[src/rtl/moesi_pkg.sv]
package moesi_pkg;
  localparam logic [2:0] ST_I = 3'd0;
  localparam logic [2:0] ST_S = 3'd1;
  localparam logic [2:0] ST_E = 3'd2;
  localparam logic [2:0] ST_O = 3'd3;
  localparam logic [2:0] ST_M = 3'd4;

  localparam logic [1:0] OP_LOAD  = 2'd0;
  localparam logic [1:0] OP_STORE = 2'd1;
  localparam logic [1:0] OP_EVICT = 2'd2;

  localparam logic [1:0] NQ_GETS = 2'd0;
  localparam logic [1:0] NQ_GETM = 2'd1;
  localparam logic [1:0] NQ_WB   = 2'd2;

  localparam logic [2:0] DM_INV = 3'd0;
  localparam logic [2:0] DM_FWD = 3'd1;
  localparam logic [2:0] DM_GS  = 3'd2;
  localparam logic [2:0] DM_GE  = 3'd3;
  localparam logic [2:0] DM_GM  = 3'd4;

  localparam logic [1:0] RK_ACK  = 2'd0;
  localparam logic [1:0] RK_ACKD = 2'd1;
  localparam logic [1:0] RK_DATA = 2'd2;

  typedef enum logic [1:0] {F_IDLE, F_ISSUE, F_WAIT} fsm_e;
endpackage

[src/rtl/moesi_line_array.sv]
module moesi_line_array
  import moesi_pkg::*;
#(
  parameter int NLINES = 4,
  parameter int DW = 32,
  parameter int VW = 4,
  localparam int LW = $clog2(NLINES)
) (
  input  logic          clk,
  input  logic          rst_ni,
  input  logic          we_st,
  input  logic          we_dat,
  input  logic          we_ver,
  input  logic [LW-1:0] widx,
  input  logic [2:0]    wst,
  input  logic [DW-1:0] wdat,
  input  logic [VW-1:0] wver,
  output logic [2:0]    st_o  [NLINES],
  output logic [DW-1:0] dat_o [NLINES],
  output logic [VW-1:0] ver_o [NLINES]
);
  for (genvar g = 0; g < NLINES; g++) begin : g_line
    logic sel;
    assign sel = (widx == LW'(g));

    always_ff @(posedge clk or negedge rst_ni) begin
      if (!rst_ni) begin
        st_o[g]  <= ST_I;
        dat_o[g] <= '0;
        ver_o[g] <= '0;
      end else begin
        if (sel && we_st)  st_o[g]  <= wst;
        if (sel && we_dat) dat_o[g] <= wdat;
        if (sel && we_ver) ver_o[g] <= wver;
      end
    end

    assert_legal_state_R1: assert property (@(posedge clk) disable iff (!rst_ni)
      st_o[g] <= ST_M);
  end
endmodule

[src/rtl/moesi_snoop_decode.sv]
module moesi_snoop_decode
  import moesi_pkg::*;
(
  input  logic [2:0] kind,
  input  logic [2:0] cur_st,
  output logic [2:0] nxt_st,
  output logic       rsp_en,
  output logic [1:0] rsp_kind
);
  always_comb begin
    nxt_st   = cur_st;
    rsp_en   = 1'b0;
    rsp_kind = RK_ACK;
    case (kind)
      DM_INV: begin
        nxt_st   = ST_I;
        rsp_en   = 1'b1;
        rsp_kind = (cur_st == ST_M || cur_st == ST_O) ? RK_ACKD : RK_ACK;
      end
      DM_FWD: begin
        rsp_en = 1'b1;
        case (cur_st)
          ST_M:    begin nxt_st = ST_O; rsp_kind = RK_DATA; end
          ST_O:    rsp_kind = RK_DATA;
          ST_E:    begin nxt_st = ST_S; rsp_kind = RK_DATA; end
          default: rsp_kind = RK_ACK;
        endcase
      end
      default: ;
    endcase
  end
endmodule

[src/rtl/moesi_line_ctrl.sv]
module moesi_line_ctrl
  import moesi_pkg::*;
#(
  parameter int NLINES = 4,
  parameter int DW = 32,
  parameter int VW = 4,
  parameter int IDW = 3,
  localparam int LW = $clog2(NLINES)
) (
  input  logic           clk,
  input  logic           rst_n,
  input  logic           core_req_valid,
  output logic           core_req_ready,
  input  logic [1:0]     core_req_op,
  input  logic [LW-1:0]  core_req_line,
  input  logic [DW-1:0]  core_req_wdata,
  output logic           core_resp_valid,
  output logic [DW-1:0]  core_resp_rdata,
  output logic           net_req_valid,
  input  logic           net_req_ready,
  output logic [1:0]     net_req_kind,
  output logic [LW-1:0]  net_req_line,
  output logic [DW-1:0]  net_req_data,
  output logic [VW-1:0]  net_req_ver,
  input  logic           dir_valid,
  output logic           dir_ready,
  input  logic [2:0]     dir_kind,
  input  logic [LW-1:0]  dir_line,
  input  logic [DW-1:0]  dir_data,
  input  logic [VW-1:0]  dir_ver,
  input  logic [IDW-1:0] dir_src,
  output logic           rsp_valid,
  input  logic           rsp_ready,
  output logic [1:0]     rsp_kind,
  output logic [LW-1:0]  rsp_line,
  output logic [DW-1:0]  rsp_data,
  output logic [IDW-1:0] rsp_dest
);
  // reset: asserted at once, released through two flops
  logic rst_meta, rst_ni;
  always_ff @(posedge clk or negedge rst_n) begin
    if (!rst_n) {rst_ni, rst_meta} <= 2'b00;
    else        {rst_ni, rst_meta} <= {rst_meta, 1'b1};
  end

  // line storage
  logic          we_st, we_dat, we_ver;
  logic [LW-1:0] widx;
  logic [2:0]    wst;
  logic [DW-1:0] wdat;
  logic [VW-1:0] wver;
  logic [2:0]    st_arr  [NLINES];
  logic [DW-1:0] dat_arr [NLINES];
  logic [VW-1:0] ver_arr [NLINES];

  moesi_line_array #(.NLINES(NLINES), .DW(DW), .VW(VW)) u_lines (
    .clk(clk), .rst_ni(rst_ni), .we_st(we_st), .we_dat(we_dat), .we_ver(we_ver),
    .widx(widx), .wst(wst), .wdat(wdat), .wver(wver),
    .st_o(st_arr), .dat_o(dat_arr), .ver_o(ver_arr)
  );

  // registers
  fsm_e           fsm_q, fsm_d;
  logic [1:0]     pend_op_q;
  logic [LW-1:0]  pend_line_q;
  logic [DW-1:0]  pend_wdata_q;
  logic           nq_valid_q, nq_valid_d, nq_ld;
  logic [1:0]     nq_kind_q, nq_kind_d;
  logic [DW-1:0]  nq_data_q, nq_data_d;
  logic [VW-1:0]  nq_ver_q, nq_ver_d;
  logic [LW-1:0]  nq_line_q;
  logic           cr_valid_q, cr_valid_d, cr_ld;
  logic [DW-1:0]  cr_data_q, cr_data_d;
  logic           rsp_valid_q, rsp_valid_d, rsp_ld;
  logic [1:0]     rsp_kind_q;
  logic [LW-1:0]  rsp_line_q;
  logic [DW-1:0]  rsp_data_q;
  logic [IDW-1:0] rsp_dest_q;
  logic           pend_ld;

  // directory side
  logic       dir_fire, is_snoop, grant_fire, snp_rsp_en;
  logic [2:0] snp_nxt;
  logic [1:0] snp_kind;
  logic [2:0] d_st, c_st;
  logic [DW-1:0] d_dat, c_dat;
  logic [VW-1:0] c_ver;

  assign d_st  = st_arr[dir_line];
  assign d_dat = dat_arr[dir_line];
  assign c_st  = st_arr[core_req_line];
  assign c_dat = dat_arr[core_req_line];
  assign c_ver = ver_arr[core_req_line];

  assign dir_ready  = !rsp_valid_q;
  assign dir_fire   = dir_valid && dir_ready;
  assign is_snoop   = (dir_kind == DM_INV) || (dir_kind == DM_FWD);
  assign grant_fire = dir_fire && (fsm_q == F_WAIT) && (dir_line == pend_line_q) &&
                      (dir_kind == DM_GS || dir_kind == DM_GE || dir_kind == DM_GM);

  moesi_snoop_decode u_snoop (
    .kind(dir_kind), .cur_st(d_st), .nxt_st(snp_nxt),
    .rsp_en(snp_rsp_en), .rsp_kind(snp_kind)
  );

  // core side
  logic core_fire;
  assign core_req_ready = (fsm_q == F_IDLE) && !dir_valid;
  assign core_fire      = core_req_valid && core_req_ready;

  // line write port: directory first, then core
  always_comb begin
    we_st = 1'b0; we_dat = 1'b0; we_ver = 1'b0;
    widx = core_req_line; wst = ST_I; wdat = core_req_wdata; wver = dir_ver;
    if (dir_fire && is_snoop) begin
      we_st = 1'b1; widx = dir_line; wst = snp_nxt;
    end else if (grant_fire) begin
      we_st = 1'b1; we_dat = 1'b1; widx = pend_line_q;
      if (pend_op_q == OP_STORE) begin
        wst = ST_M; wdat = pend_wdata_q; we_ver = 1'b1;
      end else begin
        wst = (dir_kind == DM_GE) ? ST_E : ST_S; wdat = dir_data;
      end
    end else if (core_fire) begin
      if (core_req_op == OP_STORE && (c_st == ST_M || c_st == ST_E)) begin
        we_st = 1'b1; we_dat = 1'b1; wst = ST_M;
      end else if (core_req_op == OP_EVICT) begin
        we_st = 1'b1; wst = ST_I;
      end
    end
  end

  // next state
  always_comb begin
    fsm_d = fsm_q; pend_ld = 1'b0;
    nq_valid_d = nq_valid_q; nq_ld = 1'b0;
    nq_kind_d = NQ_GETS; nq_data_d = c_dat; nq_ver_d = c_ver;
    cr_valid_d = 1'b0; cr_ld = 1'b0; cr_data_d = c_dat;
    rsp_valid_d = rsp_valid_q; rsp_ld = 1'b0;
    if (rsp_valid_q && rsp_ready) rsp_valid_d = 1'b0;
    if (dir_fire && is_snoop && snp_rsp_en) begin
      rsp_valid_d = 1'b1; rsp_ld = 1'b1;
    end
    case (fsm_q)
      F_IDLE: if (core_fire) begin
        pend_ld = 1'b1;
        case (core_req_op)
          OP_LOAD:
            if (c_st != ST_I) begin
              cr_valid_d = 1'b1; cr_ld = 1'b1;
            end else begin
              nq_valid_d = 1'b1; nq_ld = 1'b1; nq_kind_d = NQ_GETS; fsm_d = F_ISSUE;
            end
          OP_STORE:
            if (c_st == ST_M || c_st == ST_E) begin
              cr_valid_d = 1'b1; cr_ld = 1'b1; cr_data_d = core_req_wdata;
            end else begin
              nq_valid_d = 1'b1; nq_ld = 1'b1; nq_kind_d = NQ_GETM; fsm_d = F_ISSUE;
            end
          OP_EVICT:
            if (c_st == ST_M || c_st == ST_O) begin
              nq_valid_d = 1'b1; nq_ld = 1'b1; nq_kind_d = NQ_WB; fsm_d = F_ISSUE;
            end else begin
              cr_valid_d = 1'b1; cr_ld = 1'b1;
            end
          default: begin
            cr_valid_d = 1'b1; cr_ld = 1'b1;
          end
        endcase
      end
      F_ISSUE: if (net_req_ready) begin
        nq_valid_d = 1'b0;
        if (pend_op_q == OP_EVICT) begin
          cr_valid_d = 1'b1; cr_ld = 1'b1; cr_data_d = nq_data_q; fsm_d = F_IDLE;
        end else begin
          fsm_d = F_WAIT;
        end
      end
      F_WAIT: if (grant_fire) begin
        cr_valid_d = 1'b1; cr_ld = 1'b1; fsm_d = F_IDLE;
        cr_data_d = (pend_op_q == OP_STORE) ? pend_wdata_q : dir_data;
      end
      default: fsm_d = F_IDLE;
    endcase
  end

  // registers
  always_ff @(posedge clk or negedge rst_ni) begin
    if (!rst_ni) begin
      fsm_q <= F_IDLE; nq_valid_q <= 1'b0; cr_valid_q <= 1'b0; rsp_valid_q <= 1'b0;
      pend_op_q <= OP_LOAD; pend_line_q <= '0; pend_wdata_q <= '0;
      nq_kind_q <= NQ_GETS; nq_line_q <= '0; nq_data_q <= '0; nq_ver_q <= '0;
      cr_data_q <= '0;
      rsp_kind_q <= RK_ACK; rsp_line_q <= '0; rsp_data_q <= '0; rsp_dest_q <= '0;
    end else begin
      fsm_q <= fsm_d; nq_valid_q <= nq_valid_d;
      cr_valid_q <= cr_valid_d; rsp_valid_q <= rsp_valid_d;
      if (pend_ld) begin
        pend_op_q <= core_req_op; pend_line_q <= core_req_line; pend_wdata_q <= core_req_wdata;
      end
      if (nq_ld) begin
        nq_kind_q <= nq_kind_d; nq_line_q <= core_req_line;
        nq_data_q <= nq_data_d; nq_ver_q <= nq_ver_d;
      end
      if (cr_ld) cr_data_q <= cr_data_d;
      if (rsp_ld) begin
        rsp_kind_q <= snp_kind; rsp_line_q <= dir_line;
        rsp_data_q <= d_dat;    rsp_dest_q <= dir_src;
      end
    end
  end

  assign net_req_valid   = nq_valid_q;
  assign net_req_kind    = nq_kind_q;
  assign net_req_line    = nq_line_q;
  assign net_req_data    = nq_data_q;
  assign net_req_ver     = nq_ver_q;
  assign core_resp_valid = cr_valid_q;
  assign core_resp_rdata = cr_data_q;
  assign rsp_valid       = rsp_valid_q;
  assign rsp_kind        = rsp_kind_q;
  assign rsp_line        = rsp_line_q;
  assign rsp_data        = rsp_data_q;
  assign rsp_dest        = rsp_dest_q;

  // assertions
  assert_req_hold_R11: assert property (@(posedge clk) disable iff (!rst_ni)
    net_req_valid && !net_req_ready |=> net_req_valid && $stable(net_req_kind) &&
    $stable(net_req_line) && $stable(net_req_data) && $stable(net_req_ver));

  assert_rsp_hold_R11: assert property (@(posedge clk) disable iff (!rst_ni)
    rsp_valid && !rsp_ready |=> rsp_valid && $stable(rsp_kind) &&
    $stable(rsp_data) && $stable(rsp_dest));

  assert_inv_clears_R6: assert property (@(posedge clk) disable iff (!rst_ni)
    dir_fire && dir_kind == DM_INV |=> st_arr[$past(dir_line)] == ST_I);

  assert_fwd_m_to_o_R7: assert property (@(posedge clk) disable iff (!rst_ni)
    dir_fire && dir_kind == DM_FWD && d_st == ST_M |=> st_arr[$past(dir_line)] == ST_O);

  assert_fwd_e_to_s_R8: assert property (@(posedge clk) disable iff (!rst_ni)
    dir_fire && dir_kind == DM_FWD && d_st == ST_E |=> st_arr[$past(dir_line)] == ST_S);

  assert_one_miss_R10: assert property (@(posedge clk) disable iff (!rst_ni)
    net_req_valid |-> !core_req_ready);
endmodule

[config.mk]
export PLATFORM = sky130hd
export DESIGN_NAME = moesi_line_ctrl
export DESIGN_NICKNAME = d
export VERILOG_FILES = /design/src/rtl/moesi_pkg.sv /design/src/rtl/moesi_line_array.sv /design/src/rtl/moesi_snoop_decode.sv /design/src/rtl/moesi_line_ctrl.sv
export SDC_FILE = /design/constraint.sdc
export NUM_CORES = 1
export LEC_CHECK = 0
export ABC_AREA = 1
export BUFFER_PORTS_ARGS = -buffer_cell sky130_fd_sc_hd__buf_2
export CAP_MARGIN = 25
export CORE_MARGIN = 10
export CORE_UTILIZATION = 50
export DETAILED_ROUTE_END_ITERATION = 7
export PLACE_DENSITY_LB_ADDON = 0.12
export REMOVE_ABC_BUFFERS = 1
export SKIP_LAST_GASP = 1
export SYNTH_ARGS = -nofsm -noshare
export SYNTH_HDL_FRONTEND = slang
export SYNTH_SLANG_ARGS = --single-unit
export TNS_END_PERCENT = 1
[constraint.sdc]
create_clock -name clk -period 10.1 [get_ports clk]
set_input_delay 2.02 -clock clk [delete_from_list [all_inputs] [get_ports clk]]
set_output_delay 2.02 -clock clk [all_outputs]
set_load 0.02 [all_outputs]
# ---- Word level (Yosys, flattened, before mapping)
# Cells that the tools add are included.
dict set report word_totals {
  input_bits 86
  reg_bits 310
}
dict set report classes {
  bitwise_logic 2
  n_lt_le_gt_ge 2
  n_reduce_logical 41
  muxes 92
  eq_ne 27
}
# op n
set op_table {}
lappend op_table {{$mux W32} 13}
lappend op_table {{$bmux W32 S2} 2}
lappend op_table {{$pmux W32 S3} 1}
lappend op_table {{$mux W1} 37}
lappend op_table {{$mux W2} 14}
lappend op_table {{$mux W3} 9}
lappend op_table {{$logic_and A1 B1 Y1} 22}
lappend op_table {{$eq A3 B2 Y1 const B} 6}
lappend op_table {{$reduce_and A7 Y1} 2}
lappend op_table {{$bmux W3 S2} 2}
lappend op_table {{$pmux W1 S3} 4}
lappend op_table {{$pmux W2 S3} 2}
lappend op_table {{$pmux W3 S2} 2}
lappend op_table {{$eq A2 B2 Y1 const B} 5}
lappend op_table {{$eq A3 B3 Y1 const B} 3}
lappend op_table {{$bmux W4 S2} 1}
lappend op_table {{$eq A2 B1 Y1 const B} 4}
lappend op_table {{$mux W4} 2}
lappend op_table {{$pmux W2 S2} 2}
lappend op_table {{$ge A3 B3 Y1 const B} 2}
lappend op_table {{$logic_not A2 Y1} 3}
lappend op_table {{$logic_or A1 B1 Y1} 6}
lappend op_table {{$ne A2 B2 Y1 const B} 3}
lappend op_table {{$ne A3 B3 Y1 const B} 2}
lappend op_table {{12 further kinds} 15}

# ---- Depth between registers and ports, before layout
# Gate-level depths: netlist of the first run.
dict set report depth {
  word_depth 12
  depth_mapped 16
  depth_no_buf 13
}

# ---- By module
# Synthesis of the first run repeated with hierarchy kept, for this count alone.
dict set report hier_totals {
  hier_cells 2391
  hier_area_um2 17043.8
}
# mod cells_each area_each_um2 n_inst
set modules_own_cells {}
lappend modules_own_cells {moesi_line_ctrl 1666 10598.9 1}
lappend modules_own_cells {moesi_line_array 697 6313.6 1}
lappend modules_own_cells {moesi_snoop_decode 28 131.4 1}

# ---- Worst setup path before layout of the first run
# No wires, ideal clock.
dict set report synth_timing {
  path_type {input to output}
  from {input dir_valid}
  to {output core_req_ready}
  slack_ps 5558
  arrival_ps 2522
  required_ps 8080
  stages 1
  cell_sequence {nor3_1}
}
dict set report synth_between {
  elab_chain_cells 2
}
# item line
set synth_rtl {}
lappend synth_rtl {{start: declaration} moesi_line_ctrl.sv:25} ;# input logic dir_valid,
lappend synth_rtl {{$logic_not A1 Y1} moesi_line_ctrl.sv:108} ;# assign core_req_ready = (fsm_q == F_IDLE) && !dir_valid;
lappend synth_rtl {{$logic_and A1 B1 Y1} moesi_line_ctrl.sv:108}
lappend synth_rtl {{end: declaration} moesi_line_ctrl.sv:13} ;# output logic core_req_ready,
# Every way passes these cells.

# ---- Final worst setup path of the first run
dict set report layout_timing {
  from {input core_req_line[0]}
  to {register u_lines.dat_o[1] (netlist bit)}
}
dict set report layout_between {
  elab_chain_cells 12
  word_cells_on_any_way 16
  cone_classes {eq/ne: 3; mux: 9; bitwise: 1; reduce/logical: 3}
}
# item line
set layout_rtl {}
lappend layout_rtl {{start: declaration} moesi_line_ctrl.sv:15} ;# input logic [LW-1:0] core_req_line,
lappend layout_rtl {{$not A2 Y3 (implied by the code)} moesi_line_ctrl.sv:91} ;# assign c_st = st_arr[core_req_line];
lappend layout_rtl {{$bmux W3 S2} moesi_line_ctrl.sv:91}
lappend layout_rtl {{$mux W3 (implied by the code) (2 in series)} moesi_line_ctrl.sv:91}
lappend layout_rtl {{$eq A3 B3 Y1 / $eq A3 B2 Y1 (equally long branches)} moesi_line_ctrl.sv:125} ;# if (core_req_op == OP_STORE && (c_st == ST_M || c_st == ST_E)) begin
lappend layout_rtl {{$logic_or A1 B1 Y1} moesi_line_ctrl.sv:125}
lappend layout_rtl {{$logic_and A1 B1 Y1} moesi_line_ctrl.sv:125}
lappend layout_rtl {{$mux W1} moesi_line_ctrl.sv:125}
lappend layout_rtl {{$mux W1} moesi_line_ctrl.sv:124} ;# end else if (core_fire) begin
lappend layout_rtl {{$mux W1} moesi_line_ctrl.sv:117} ;# end else if (grant_fire) begin
lappend layout_rtl {{$mux W1} moesi_line_ctrl.sv:115} ;# if (dir_fire && is_snoop) begin
lappend layout_rtl {{$logic_and A1 B1 Y1 *} moesi_line_array.sv:33} ;# if (sel && we_dat) dat_o[g] <= wdat;
lappend layout_rtl {{end signal: indexed assignment} moesi_line_array.sv:33}
lappend layout_rtl {{end: declaration} moesi_line_array.sv:19} ;# output logic [DW-1:0] dat_o [NLINES],
# Mark *: on every way between the ends. The rest lies on a longest branch, timed or not. The select of a mux whose other input is x is not followed.
# A chain may end at the register's enable or synchronous reset.

==> metrics, run 1 <==
setup TNS after final layout 0 ps; Vias 16.1k; share of the synthesized netlist area taken by xor and xnor gates 0%; clock period minus worst slack 6210 ps; setup slack of the worst register-to-register path 5170 ps; Antenna Violating Nets Remaining 0; syn avg cell area 7.18 um^2; slowest stage cell, crit path sky130_fd_sc_hd__nor2_4; number of synthesis warnings 0; via/cell ratio 5.60; slew of the pin with the lowest slew margin between 1000 and 1500 ps; CP dominant cell by count sky130_fd_sc_hd__nand2_1; ys flop type sky130_fd_sc_hd__dfrtp_1; unrepaired setup endpoints after global routing no; share of the synthesized area in compound gates (AO/OA/AOI/OAI) 17.7%; P&R area growth vs syn 14.3%; Max VDD drop 186 uV; RR Startpoint fsm_q[0]$_DFFE_PN0P_; number of cells on the worst reg-to-reg path 9; Routed WL between 50 and 60 mm; min setup slack post-route 3890 ps; Power Dens Cells 231 nW/um^2; share of power burned in registers 39.6%; pre-CTS setup slack 3440 ps; final HPWL from detailed placement 33.0 mm; vertical extent of the die 202 um; number of DRC markers after the initial detailed-route iteration between 1.5k and 2k; clock transition at the register clock pins on the worst setup and hold paths after CTS 60 ps; share of flip-flops with an asynchronous set or reset after synthesis 100%; highest net fanout along the worst path 86; effective utilization at floorplan 50.6%; number of maximum-capacitance constraint violations 0; fraction of the yosys area taken by sequential cells 47.1%; hold_buf cts 0; count of buffers from port buffering 201; number of enable flip-flop cells after synthesis 0; Net Sw Frac 37.0%; first-pass GRT wire length 88.1 mm; count of pins over their slew limit 0; cell internal power dissipation approximately 2700 uW; critical path startpoint core_req_line[0]; main combinational cell family by area after synthesis simple AND/OR/NAND/NOR gates; worst hold slack after final layout roughly 280 ps; portion of the clock cycle consumed by the worst path in the final layout between 60% and 70%; Clk Tree Root Cell sky130_fd_sc_hd__clkbuf_16; final core utilization 57.9%; maximum number of pins on one net before global-route repair 167; insertion delay to the later sink of the worst-skew pair 520 ps; Setup-failing EPs final 0; adder-cell area share of the yosys netlist 0.304%; GRT Residual Overflow 0; Netlist Area Pre-Place between 15000 and 20000 um^2; path type of the worst min-delay path reg2async; number of placement rows 66; final net count 2490; critical path data required time 10550 ps; endpoint arrival time on the critical path 6660 ps; placer congestion estimate 0.853; number of buffers inserted during clock tree synthesis 36; register bit total from synthesis 310; ratio of cells with drive above 1 in the final layout 12.9%; Crit path largest cell delay 840 ps; worst setup path category in2reg; number of buffers and inverters on the critical path 3; number of endpoints with negative hold slack in the final report 0; outcome finished, final reports clean; post-CTS setup repair buffer count 0; H-tree levels 2; clock share of power 31.2%; tightest slew margin relative to the limit ~28%; type of destination of the critical path register; average wire length per cell after detail routing 19.2 um; # resized after CTS 0; Critical Path Source Type input pin; Die X-Extent 202 um; Ports 202; number of clock sinks 310; CTS tree yes; skew final 13.9 ps; number of cells on the critical path 14; cell breakdown of the critical path buf_4 -> buf_4 -> nand2_1 -> nand2_1 -> nand2_1 -> nand2_1 -> nand3_2 -> nand2_4 -> nand3_4 -> nand2_2 -> inv_2 -> nor2_4 -> nand2_1 -> nand2_1; simple logic cell fraction of the synthesized area 25.7%; drt pass-1 iters 5; vias in the first global route 15.8k; core area 32500 um^2; DRC violation count after routing 0; total leakage power 0.00983 uW; post-synth cell types 33; Comb power frac 29.2%; dominant delay contributor by cell family on the critical path simple AND/OR/NAND/NOR gates; global routing usage summed across all routing layers a little over a quarter; floorplan die area 40600 um^2; maximum buffer depth of the clock tree 3; multiplexer area fraction after synthesis 0%; number of inserted diodes 0; antenna violations before repair 0; Synth Instances 2294; P_sw 1610 uW; top achievable clock speed 161 MHz
==> final cells by class <==
class	count	area, um^2
fill	3170	13700
sequential	310	7760
multi-input combinational	1603	7240
timing repair buffer	216	1170
clock buffer	54	1090
inverter	233	876
tap	442	553
clock inverter	11	144
==> cells in the mapped netlist (8+ instances only) <==
library cell               instances  area share (%)
sky130_fd_sc_hd__inv_2             8            0.18
sky130_fd_sc_hd__nand2_1         716              16
sky130_fd_sc_hd__clkbuf_1         91             2.1
sky130_fd_sc_hd__o21ai_1          61             1.9
sky130_fd_sc_hd__o21ai_0         334              10
sky130_fd_sc_hd__nand3_1         152             4.6
sky130_fd_sc_hd__buf_1            21            0.48
sky130_fd_sc_hd__nand4_1          36             1.4
sky130_fd_sc_hd__a21oi_1         136             4.1
sky130_fd_sc_hd__inv_1           221             5.0
sky130_fd_sc_hd__buf_2            28            0.85
sky130_fd_sc_hd__nor2_1          105             2.4
sky130_fd_sc_hd__dfrtp_1         310              47
sky130_fd_sc_hd__a31oi_1          32             1.2
==> worst reg2reg max path: cells and delay by family (launching register included) <==
family | cells | cell delay (ps)
buffers and inverters | 2 | 1370
flip-flops | 1 | 460
AND/OR/NAND/NOR | 7 | 3030
==> final timing paths <==
kind / to
worst max-delay path: u_lines.dat_o[1]$_DFFE_PN0P_
worst min-delay path: net_req_ver[1]$_DFFE_PN0P_
worst max register to register: u_lines.dat_o[1]$_DFFE_PN0P_
worst min register to register: net_req_ver[1]$_DFFE_PN0P_
max in group asynchronous: net_req_data[30]$_DFFE_PN0P_
min in group clk: rst_ni$_DFF_PN0_
==> sequential cells by signal (all words and copies together) (netlist names), 2 cells and up <==
| register | cells |
|---|---|
| net_req_kind | 2 |
| pend_op_q | 2 |
| net_req_ver | 4 |
| u_lines.ver_o | 16 |
| u_lines.st_o | 12 |
| rsp_data | 32 |
| pend_wdata_q | 32 |
| fsm_q | 2 |
| u_lines.dat_o | 128 |
| rsp_kind | 2 |
| net_req_data | 32 |
| core_resp_rdata | 32 |
| rsp_dest | 3 |
| pend_line_q | 2 |
| net_req_line | 2 |
| rsp_line | 2 |
==> cells in the final DEF (no fill, tap or decap), types with 32 or more instances in the layout <==
master                        n
sky130_fd_sc_hd__nand4_1     36
sky130_fd_sc_hd__nor2_1     103
sky130_fd_sc_hd__nand2_1    710
sky130_fd_sc_hd__o21ai_0    334
sky130_fd_sc_hd__dfrtp_1    309
sky130_fd_sc_hd__o21ai_1     61
sky130_fd_sc_hd__a31oi_1     32
sky130_fd_sc_hd__buf_2      200
sky130_fd_sc_hd__clkbuf_16   37
sky130_fd_sc_hd__a21oi_1    136
sky130_fd_sc_hd__inv_1      218
sky130_fd_sc_hd__nand3_1    152
==> per-layer routing <==
| layer | wire length (um) | share of wire (%) | track usage, % |
|---|---|---|---|
| met1 | 23900 | 43 | 36.4 |
| met2 | 24900 | 45 | 42.5 |
| met3 | 4760 | 8.6 | 5.22 |
| met4 | 1380 | 2.5 | 7.49 |
| met5 | 46 | 0.084 | 0.860 |
==> per-stage QoR <==
stage | area (um^2) | total power (uW) | std cells
6_report | 18800 | 4340 | 2869
5_1_grt | 18800 | 4600 | 2869
4_1_cts | 18800 | 4370 | 2867
3_5_place_dp | 17600 | 3010 | 2802
3_3_place_gp | 17600 | 2980 | 2802
2_1_floorplan | 15800 | 2480 | 2146
==> logic make-up (layout without fill, tap and decap cells) <==
logic type | after synthesis | count (layout)
other | 1 | 1
adder cells (fa/ha/maj) | 4 | 4
AO/OA/AOI/OAI | 570 | 570
buffers and inverters | 381 | 514
AND/OR/NAND/NOR | 1028 | 1028
flip-flops | 310 | 310
==> power groups by stage <==
stage                     logic [uW]  clock network [uW]  registers, uW
after floorplan                  569                   0           1910
after global placement          1250                   0           1730
after detailed placement        1270                   0           1740
after CTS                       1280                1370           1720
after global routing            1420                1420           1760
final                           1270                1360           1720
Note: power is estimated with default switching activity, not from simulation.
==> inputs of run 2 (changes only) <==
- ABC_AREA: 1 -> 0
- clock period: 10.1 -> 6.1 ns (I/O delays scaled with it)
==> run 2 against run 1 <==
Compared with the run above: register-to-register slack worse by 2700 ps; area after synthesis down 8.3%; core utilization up 1.6 points; critical path depth down 6; via count decreased by 36%; flip-flop and latch count is the same; first-iteration DRC count down 69%; sequential share of layout area rose by 2.7 points; synthesized cell count is 50% lower; critical path type unchanged; largest power group unchanged.
==> metrics, run 2 <==
fraction of the yosys area taken by sequential cells 51.4% (was 47.1%); placed instance count 1689 (was 2802); number of placement rows 63 (was 66); number of buffers and inverters on the critical path 2 (was 3); unrepaired setup endpoints after global routing no (unchanged); largest area contributor in the synthesized netlist sky130_fd_sc_hd__dfrtp_1 (unchanged); P&R area growth vs syn 17.1% (was 14.3%); Synth Instances 1157 (was 2294); number of inserted diodes 0 (unchanged); portion of synthesized cell area occupied by the leading cell type 51.4% (was 47.1%); H-tree levels 2 (unchanged); clock period minus worst slack about 4100 ps; number of standard cells in the layout, taps in and fillers out 1752 (was 2869); slew of the pin with the lowest slew margin 1000 ps (was 1080 ps); vertical extent of the die 194 um (was 202 um); Synth top cells by count sky130_fd_sc_hd__dfrtp_1 (310), sky130_fd_sc_hd__mux2_2 (223), sky130_fd_sc_hd__nand2_1 (126) (was sky130_fd_sc_hd__nand2_1 (716), sky130_fd_sc_hd__o21ai_0 (334), sky130_fd_sc_hd__dfrtp_1 (310)); Ports 202 (unchanged); count of pins over their slew limit 0 (unchanged); CTS tree yes (unchanged); number of DRC markers after the initial detailed-route iteration 547 (was 1786); number of endpoints with negative hold slack in the final report 0 (unchanged); number of fillers in the final layout 2430 (was 3170); ratio of cells with drive above 1 in the final layout 44.2% (was 12.9%); commonest non-fill, non-tap cell in the layout sky130_fd_sc_hd__dfrtp_1 (was sky130_fd_sc_hd__nand2_1); CP dominant cell by count sky130_fd_sc_hd__buf_4 (was sky130_fd_sc_hd__nand2_1); share of flip-flops with an asynchronous set or reset after synthesis 100% (unchanged); top achievable clock speed 241 MHz; register bit total from synthesis 310 (unchanged); Netlist Area Pre-Place 15100 um^2 (was 16500 um^2); effective utilization at floorplan 50.8% (was 50.6%); global routing usage summed across all routing layers 21.3% (was 26.7%); post-CTS setup repair buffer count 0 (unchanged); core area 29700 um^2 (was 32500 um^2); type of destination of the critical path register (unchanged); syn avg cell area 13.1 um^2 (was 7.18 um^2); final core utilization 59.5% (was 57.9%); outcome finished, final reports clean (unchanged); Antenna Violating Nets Remaining 0 (unchanged); leading cell types in the layout, fill and taps excluded sky130_fd_sc_hd__dfrtp_1 (309), sky130_fd_sc_hd__mux2_2 (223), sky130_fd_sc_hd__buf_2 (200) (was sky130_fd_sc_hd__nand2_1 (710), sky130_fd_sc_hd__o21ai_0 (334), sky130_fd_sc_hd__dfrtp_1 (309)); number of clock sinks 310 (unchanged); Power Dens Cells 428 nW/um^2 (was 231 nW/um^2); maximum number of pins on one net before global-route repair 161 (was 167); cell breakdown of the critical path buf_4 -> mux4_2 -> xor2_1 -> and4b_2 -> nor3_4 -> buf_4 -> o21ai_0 -> a31oi_1 (was buf_4 -> buf_4 -> nand2_1 -> nand2_1 -> nand2_1 -> nand2_1 -> nand3_2 -> nand2_4 -> nand3_4 -> nand2_2 -> inv_2 -> nor2_4 -> nand2_1 -> nand2_1); critical path data required time 6530 ps (was 10550 ps); overall power after layout 7570 uW (was 4340 uW); vias in the first global route 10.9k (was 15.8k); total leakage power 0.00858 uW (was 0.00983 uW); number of synthesis warnings 0 (unchanged); # resized after CTS 0 (unchanged); Setup-failing EPs final 0 (unchanged); slowest stage cell, crit path sky130_fd_sc_hd__nor3_4 (was sky130_fd_sc_hd__nor2_4); ys flop type sky130_fd_sc_hd__dfrtp_1 (unchanged); skew final 13.2 ps (was 13.9 ps); count of buffers from port buffering 201 (unchanged); drt pass-1 iters 5 (unchanged); dominant delay contributor by cell family on the critical path simple AND/OR/NAND/NOR gates (unchanged); worst setup path category in2reg (unchanged); final HPWL from detailed placement 27.2 mm (was 33.0 mm); synth top area cells sky130_fd_sc_hd__dfrtp_1 (51%), sky130_fd_sc_hd__mux2_2 (17%), sky130_fd_sc_hd__mux4_2 (11%) (was sky130_fd_sc_hd__dfrtp_1 (47%), sky130_fd_sc_hd__nand2_1 (16%), sky130_fd_sc_hd__o21ai_0 (10%)); Vias 10.3k (was 16.1k); floorplan die area 37600 um^2 (was 40600 um^2); antenna violations before repair 1 (was 0); DRC violation count after routing 0 (unchanged); Clk Tree Root Cell sky130_fd_sc_hd__clkbuf_16 (unchanged); first-pass GRT wire length 64.5 mm (was 88.1 mm); number of enable flip-flop cells after synthesis 0 (unchanged); setup TNS after final layout 0 ps (unchanged); Die X-Extent 194 um (was 202 um); Max VDD drop 215 uV (was 186 uV); clock transition at the register clock pins on the worst setup and hold paths after CTS 60 ps (about the same); highest net fanout along the worst path 33 (was 86); endpoint arrival time on the critical path 4570 ps (was 6660 ps); final net count 1429 (was 2490); number of buffers inserted during clock tree synthesis 35 (was 36); insertion delay to the later sink of the worst-skew pair 510 ps (was 520 ps); worst hold slack after final layout 284 ps (about the same); Crit path largest cell delay 710 ps (was 840 ps); maximum buffer depth of the clock tree 3 (unchanged); tightest slew margin relative to the limit 33.0% (was 28.1%); path type of the worst min-delay path reg2async (unchanged); via/cell ratio 5.88 (was 5.60); post-synth cell types 58 (was 33); number of maximum-capacitance constraint violations 0 (unchanged); GRT Residual Overflow 0 (unchanged); average wire length per cell after detail routing 23.3 um (was 19.2 um); portion of the clock cycle consumed by the worst path in the final layout 67.9%; hold_buf cts 0 (unchanged); Largest register FFs 128 (unchanged); cell with the most instances after synthesis sky130_fd_sc_hd__dfrtp_1 (was sky130_fd_sc_hd__nand2_1); register ranked first by flip-flop count u_lines.dat_o (unchanged); Routed WL 40.8 mm (was 55.0 mm); placer congestion estimate 0.819 (was 0.853); Critical Path Source Type input pin (unchanged)
-- run 2: power by group --
part	internal, uW	switching (uW)	total, uW
Combinational	1080	1240	2310
Clock	1230	822	2050
Sequential	2740	465	3200
Total	5050	2520	7570
-- run 2: final timing paths --
path                                            startpoint                         endpoint  slack (ps)  cells after the start
max in group asynchronous                 rst_ni$_DFF_PN0_   u_lines.dat_o[111]$_DFFE_PN0P_        4530                      1
min in group clk                        rst_meta$_DFF_PN0_                 rst_ni$_DFF_PN0_         350                      0
worst max-delay path                      core_req_line[0]  core_resp_rdata[17]$_DFFE_PN0P_        1960                      8
worst min-delay path                      rst_ni$_DFF_PN0_     net_req_data[14]$_DFFE_PN0P_         280                      0
worst max register to register  pend_line_q[1]$_DFFE_PN0P_    u_lines.dat_o[41]$_DFFE_PN0P_        2460                      7
worst min register to register            rst_ni$_DFF_PN0_     net_req_data[14]$_DFFE_PN0P_         280                      0
-- run 2: worst reg2reg max path, stage by stage (launching register included) --
cell	delay (ps)
sky130_fd_sc_hd__dfrtp_1	430
sky130_fd_sc_hd__xnor2_1	420
sky130_fd_sc_hd__o2111ai_2	390
sky130_fd_sc_hd__or2_2	680
sky130_fd_sc_hd__o211ai_2	340
sky130_fd_sc_hd__nand3b_1	560
sky130_fd_sc_hd__buf_12	400
sky130_fd_sc_hd__mux2_2	290
-- run 2: cell type report --
cell class                 count  area (um^2)  area share, %
multi-input combinational    757         6990           39.5
clock inverter                 9         78.8          0.446
timing repair buffer         226         1280           7.27
tap                          390          488           2.76
sequential                   310         7760           43.9
clock buffer                  51         1050           5.91
inverter                       9         33.8          0.191
-- run 2: kinds of logic (layout without fill, tap and decap cells) --
kind of cell | count (synthesis) | after routing | synth area share, %
simple gates | 247 | 247 | 7.36
compound gates | 166 | 166 | 7.61
mux | 336 | 336 | 30.3
fa+ha+maj | 4 | 4 | 0.331
xor+xnor | 3 | 3 | 0.174
buf+inv | 90 | 295 | 2.80
other cells | 1 | 1 | 0.0248
flops | 310 | 310 | 51.4
-- run 2: per-layer routing --
metal / vias up / GRT usage [%] / share of wire [%]
li1: 4643 / - / -
met3: 46 / 3.91 / 4.9
met5: - / 0 / 0
met2: 248 / 33.6 / 47
met4: 0 / 5.04 / 1.5
met1: 5365 / 29.9 / 46
-- run 2: metrics by stage --
| stage | setup slack, ps | area (um^2) |
|---|---|---|
| floorplan | -3180 | 14700 |
| global placement | 1450 | 16500 |
| detailed placement | 1340 | 16500 |
| CTS | 1880 | 17600 |
| global route | 1760 | 17700 |
| finish | 1960 | 17700 |
